`config.mk`:
```
export PLATFORM = sky130hd
export DESIGN_NAME = bm_inbound_decoder
export DESIGN_NICKNAME = d
export VERILOG_FILES = /design/src/rtl/bm_inbound_pkg.sv /design/src/rtl/bm_window_match.sv /design/src/rtl/bm_addr_xlate.sv /design/src/rtl/bm_inbound_decoder.sv
export SDC_FILE = /design/constraint.sdc
export NUM_CORES = 1
export LEC_CHECK = 0
export CORE_ASPECT_RATIO = 1.25
export CORE_MARGIN = 2
export CORE_UTILIZATION = 36
export DETAILED_ROUTE_END_ITERATION = 12
export GPL_TIMING_DRIVEN = 0
export MAX_ROUTING_LAYER = met4
export PLACE_DENSITY = 0.85
export SYNTH_ARGS = -nofsm -noshare
export SYNTH_HDL_FRONTEND = slang
export SYNTH_SLANG_ARGS = --single-unit
export TNS_END_PERCENT = 50
```
`constraint.sdc`:
```
create_clock -name clk -period 3.2 [get_ports clk]
set_clock_uncertainty 0.05 [all_clocks]
set_input_delay 0.48 -clock clk [delete_from_list [all_inputs] [get_ports clk]]
set_output_delay 0.48 -clock clk [all_outputs]
set_load 0.02 [all_outputs]
```
`src/rtl/bm_inbound_pkg.sv`:
```
package bm_inbound_pkg;
  typedef enum logic [1:0] {
    TGT_NONE = 2'b00,
    TGT_PCI  = 2'b01,
    TGT_SYS  = 2'b10,
    TGT_HOLE = 2'b11
  } tgt_e;

  typedef struct packed {
    tgt_e        target;
    logic [31:0] addr;
  } xlat_t;
endpackage

```
`src/rtl/bm_window_match.sv`:
```
module bm_window_match #(
  parameter int          AW       = 32,
  parameter logic [31:0] PCI_LIM  = 32'h3F00_0000,
  parameter logic [31:0] SYS_BASE = 32'h8000_0000
) (
  input  logic [AW-1:0] addr,
  output logic          hit_pci,
  output logic          hit_sys
);
  localparam logic [AW-1:0] LIM_W  = AW'(PCI_LIM);
  localparam logic [AW-1:0] BASE_W = AW'(SYS_BASE);

  always_comb begin
    hit_pci = (addr < LIM_W);
    hit_sys = (addr >= BASE_W);
  end
endmodule

```
`src/rtl/bm_addr_xlate.sv`:
```
module bm_addr_xlate
  import bm_inbound_pkg::*;
#(
  parameter int          AW       = 32,
  parameter logic [31:0] SYS_BASE = 32'h8000_0000
) (
  input  logic [AW-1:0] addr,
  input  logic          hit_pci,
  input  logic          hit_sys,
  output tgt_e          target,
  output logic [AW-1:0] xaddr
);
  localparam logic [AW-1:0] BASE_W = AW'(SYS_BASE);

  always_comb begin
    if (hit_pci) begin
      target = TGT_PCI;
      xaddr  = addr;
    end else if (hit_sys) begin
      target = TGT_SYS;
      xaddr  = addr - BASE_W;
    end else begin
      target = TGT_HOLE;
      xaddr  = '0;
    end
  end
endmodule

```
`src/rtl/bm_inbound_decoder.sv`:
```
module bm_inbound_decoder
  import bm_inbound_pkg::*;
#(
  parameter int          AW       = 32,
  parameter int          DW       = 32,
  parameter int          TW       = 8,
  parameter logic [31:0] PCI_LIM  = 32'h3F00_0000,
  parameter logic [31:0] SYS_BASE = 32'h8000_0000
) (
  input  logic          clk,
  input  logic          rst,
  input  logic          in_valid,
  input  logic [AW-1:0] in_addr,
  input  logic          in_write,
  input  logic [DW-1:0] in_wdata,
  input  logic [TW-1:0] in_devfn,
  output logic          out_valid,
  output logic [1:0]    out_target,
  output logic [AW-1:0] out_addr,
  output logic          out_err,
  output logic          out_write,
  output logic          out_fwd_wr,
  output logic [DW-1:0] out_wdata,
  output logic [DW-1:0] out_rdata,
  output logic [TW-1:0] out_devfn
);
  localparam logic [DW-1:0] FILL = {DW{1'b1}};

  logic          hit_pci, hit_sys;
  tgt_e          tgt_c;
  logic [AW-1:0] xaddr_c;

  bm_window_match #(.AW(AW), .PCI_LIM(PCI_LIM), .SYS_BASE(SYS_BASE)) u_match (
    .addr(in_addr), .hit_pci(hit_pci), .hit_sys(hit_sys)
  );

  bm_addr_xlate #(.AW(AW), .SYS_BASE(SYS_BASE)) u_xlate (
    .addr(in_addr), .hit_pci(hit_pci), .hit_sys(hit_sys),
    .target(tgt_c), .xaddr(xaddr_c)
  );

  always_ff @(posedge clk) begin
    if (rst) begin
      out_valid  <= 1'b0;
      out_target <= TGT_NONE;
      out_addr   <= '0;
      out_err    <= 1'b0;
      out_write  <= 1'b0;
      out_fwd_wr <= 1'b0;
      out_wdata  <= '0;
      out_rdata  <= '0;
      out_devfn  <= '0;
    end else begin
      out_valid <= in_valid;
      out_devfn <= in_devfn;
      out_write <= in_valid & in_write;
      out_wdata <= in_wdata;
      if (in_valid) begin
        out_target <= tgt_c;
        out_addr   <= xaddr_c;
        out_err    <= (tgt_c == TGT_HOLE);
        out_fwd_wr <= in_write & (tgt_c != TGT_HOLE);
        out_rdata  <= (!in_write && tgt_c == TGT_HOLE) ? FILL : '0;
      end else begin
        out_target <= TGT_NONE;
        out_addr   <= '0;
        out_err    <= 1'b0;
        out_fwd_wr <= 1'b0;
        out_rdata  <= '0;
      end
    end
  end


  reset_state_chk: assert property (@(posedge clk) $past(rst) |-> (!out_valid && out_target == 2'b00));

  pci_pass_chk: assert property (@(posedge clk) disable iff (rst)
    (in_valid && in_addr < AW'(PCI_LIM)) |=> (out_target == 2'b01 && out_addr == $past(in_addr)));

  sys_rebase_chk: assert property (@(posedge clk) disable iff (rst)
    (in_valid && in_addr >= AW'(SYS_BASE)) |=> (out_target == 2'b10 && out_addr == $past(in_addr) - AW'(SYS_BASE)));

  hole_err_chk: assert property (@(posedge clk) disable iff (rst)
    out_err |-> (out_target == 2'b11 && out_valid));

  valid_lat_chk: assert property (@(posedge clk) disable iff (rst)
    in_valid |=> out_valid);

  no_hole_wr_chk: assert property (@(posedge clk) disable iff (rst)
    out_fwd_wr |-> (!out_err && out_valid && out_write));

  idle_chk: assert property (@(posedge clk) disable iff (rst)
    !in_valid |=> (!out_valid && out_target == 2'b00));
endmodule

```
Word level (Yosys, flattened, before mapping) --
Cells that the tools add are included.
Storage, ports and cells: flip-flop bits (word level) 110, input port bits 76, output and inout port bits 110, logic and storage cells 25
Cells by class: $add $sub $neg 1, magnitude comparators 2, equal/unequal tests 2, multiplexer cells 5, bitwise logic cells 3, reductions and logical operators 3
Operators with widths (number):
- $mux W32 | 3
- $ge A32 B32 Y1 const B | 1
- $lt A32 B30 Y1 const B | 1
- $sub A32 B32 Y32 const B | 1
- $and A1 B1 Y1 | 2
- $eq A2 B2 Y1 const B | 1
- $mux W2 | 1
- $ne A2 B2 Y1 const B | 1
- $reduce_or A2 Y1 | 1
- $logic_and A1 B1 Y1 | 1
- $logic_not A1 Y1 | 1
- $mux W1 | 1
- $not A1 Y1 | 1

Logic depth before layout (Yosys ltp) --
depth in word-level cells 6, mapped depth 4

By module --
From an unflattened synthesis, not the netlist that was laid out.
Second synthesis, totals: cells, all modules 240, area, all modules 2633.8 um^2
By module, submodules not included:
- bm_inbound_decoder | times used 1, cells each 198, area an instance 2378.5 um^2, sequential area each 1581.5 um^2
- bm_addr_xlate | times used 1, cells each 39, area an instance 234.0 um^2, sequential area each 0.0 um^2
- bm_window_match | times used 1, cells each 3, area an instance 21.3 um^2, sequential area each 0.0 um^2

Worst setup path before layout --
No wires, ideal clock.
path kind register to output, start point register out_rdata[30] (netlist name), end point output port out_rdata[10], data arrival time 1.172 ns, data required time 2.670 ns, path slack 1.498 ns, stages on the path, launching flop included 2, cell sequence dfxtp_1 > buf_4
RTL lines:
- to (decl) | line bm_inbound_decoder.sv:24 | output logic [DW-1:0] out_rdata,

==> flow_metrics.env <==
export IMPL_max_slew_margin_rel=0.363
export IMPL_via_per_inst=4.09
export IMPL_setup_viol=0
export IMPL_mostFrequentLayoutCells="clkdlybuf4s50_1 (185), dfxtp_1 (79), nor2b_1 (40)"
export IMPL_antenna_cells=0
export IMPL_dp_cells=477
export IMPL_cts_setup_buffers=0
export IMPL_ant_nets=0
export IMPL_p_sw_w=0.000465
export IMPL_cts_htree_levels=3
export IMPL_ys_warn_count=0
export IMPL_crit_path_max_incr_delay_ns=0.95
export IMPL_crit_type="reg -> out"
export IMPL_die_h_um=96.3
export IMPL_finish_utilization=0.702
export IMPL_cts_path_max_buffers=2
export IMPL_combPwrFrac=0.157
export IMPL_power_w=0.00207
export IMPL_p_leak_nw=1.95
export IMPL_crit_fanout=32
export IMPL_hold_slack_ns=0.645
export IMPL_vias=2018
export IMPL_syn_cell_area_sq_mm=0.00245
export IMPL_cts_buffers=9
export IMPL_swShare=0.224
export IMPL_postSynthAreaPerCell_sq_um=12.0
export IMPL_antenna_found_initial=0
export IMPL_num_io_pins=186
export IMPL_cts_root_buf="clkbuf_8"
export IMPL_wl_per_cell_um=12.4
export IMPL_setup_tns_ns=0
export IMPL_cts_sinks=79
export IMPL_cp_cell_sequence="buf_4, clkdlybuf4s50_1"
export IMPL_crit_path_top_delay_cell="dfxtp_1"
export IMPL_first_iter_violations=29
export IMPL_hold_buffers=0
export IMPL_start_kind="flop"
export IMPL_start_util=0.374
export IMPL_grt_use_total=0.165
export IMPL_grt_max_degree=33
export IMPL_worst_pin_slew_ns=0.954
export IMPL_post_cts_resized=0
export IMPL_hpwl_mm=5.01
export IMPL_coreArea_sq_mm=0.00657
export IMPL_end_kind="output port"
export IMPL_firstDrtPassIters=2
export IMPL_drc=0
export IMPL_irDropWorstVdd_mv=0.344
export IMPL_p_per_area_mw_per_mm2=450
export IMPL_place_congestion=0.715
export IMPL_min_period_over_period=0.828
export IMPL_path_clk_slew_ns=0.07
export IMPL_seqPwrFrac=0.502
export IMPL_run_status="finished, final reports clean"
export IMPL_nets=477
export IMPL_maxCapViolations=0
export IMPL_pwr_share_clk=0.341
export IMPL_die_w_um=77.8
export IMPL_crit_path_start="out_rdata[30]"
export IMPL_cp_arrival_ns=2.12
export IMPL_slew_violations=0
export IMPL_final_cells=493
export IMPL_grt_ovfl_total=0
export IMPL_drive_above_1_share=0.135
export IMPL_power_internal_w=0.00161
export IMPL_fmax_ghz=0.378
export IMPL_rsz0062_at_grt="false"
export IMPL_syn_instance_count=205
export IMPL_die_area_sq_mm=0.00750
export IMPL_yosysSeqAreaShare=0.645
export IMPL_hp_class="in -> reg"
export IMPL_synth_cell_types=19
export IMPL_synth_seq_cells=79
export IMPL_routed_wl_mm=6.13
export IMPL_final_common_cell="clkdlybuf4s50_1"
export IMPL_period_needed_ns=2.65
export IMPL_syn_nets=281
export IMPL_hold_viol=0
export IMPL_syn2layout_area_growth_pct=87.7
export IMPL_rows=33
export IMPL_grt_pass1_vias=1947
export IMPL_worstPathRequired_ns=2.67
export IMPL_cp_endpoint="out_rdata[17]"
export IMPL_port_buffers=185
export IMPL_cts_tree="done"
export IMPL_grt_first_pass_wirelength_mm=8.98
## cell families after synthesis
logic type | synth area share
other | 0.00153
buffers and inverters | 0.132
DFF | 0.645
and+or+nand+nor | 0.211
AOI/OAI and AO/OA | 0.0112
## worst min-delay path by stage
stage / depth (start not counted) / endpoint / start / slack (ns)
after global routing: 2 / out_wdata[11] / in_wdata[11] / 0.63
after detailed placement: 2 / out_wdata[7] / in_wdata[7] / 0.99
after floorplan: 1 / out_target[0] / in_addr[31] / 0.50
final: 2 / out_wdata[22] / in_wdata[22] / 0.64
after CTS: 2 / out_wdata[22] / in_wdata[22] / 0.63
after global placement: 2 / out_wdata[2] / in_wdata[2] / 0.99
## per-stage QoR
stage	setup slack (ns)	area [sq um]
global placement	0.962	4410
floorplan	1.50	2450
global route	0.377	4610
finish	0.552	4610
detailed placement	0.860	4410
CTS	0.482	4610
## critical path: cells and delay by family (launching register included)
family / cells / cell delay (ns)
buf+inv: 2 / 0.83
flops: 1 / 0.95
## sequential cells by signal, summed over array words and instances (netlist names)
register	flops
out_target	2
out_err	1
out_devfn	8
out_rdata	1
out_wdata	32
out_fwd_wr	1
out_valid	1
out_write	1
out_addr	32
## power groups by stage
stage / Sequential, W / Combinational, W / Clock [W]
2_1_floorplan: 0.00112 / 0.0000640 / 0
3_3_place_gp: 0.00106 / 0.000323 / 0
3_5_place_dp: 0.00106 / 0.000329 / 0
4_1_cts: 0.00104 / 0.000330 / 0.000730
5_1_grt: 0.00104 / 0.000346 / 0.000765
6_report: 0.00104 / 0.000326 / 0.000706
## synthesized netlist by cell type
master,n,share of area
nor2_1,1,0.0015
a21oi_1,1,0.0020
buf_6,6,0.028
and2_1,1,0.0026
nor3_1,1,0.0020
inv_2,1,0.0015
inv_1,1,0.0015
and4_4,1,0.0046
dfxtp_1,79,0.64
a21oi_4,1,0.0066
nand2b_4,1,0.0056
conb_1,1,0.0015
a31oi_1,1,0.0026
and3_1,32,0.082
nor4_1,1,0.0026
nor2b_1,40,0.10
nand4_4,1,0.0087
buf_4,31,0.095
clkbuf_1,4,0.0061
## metal layers
layer  wire [um]  GRT usage  vias to the layer above
met5           0          -                        -
met4          82     0.0714                        0
met3         687     0.0750                        6
met2        3110      0.289                      130
met1        2240      0.157                      872
li1            -          -                     1010
## final cells by class
type / instances / area (sq um)
Fill cell: 485 / 1960
Timing Repair Buffer: 185 / 1850
Sequential cell: 79 / 1580
Multi-Input combinational cell: 83 / 549
Buffer: 41 / 315
Clock buffer: 13 / 149
Tap cell: 87 / 109
Clock inverter: 3 / 42.5
Inverter: 2 / 7.51
No activity file was read; power rests on OpenSTA's default activity.
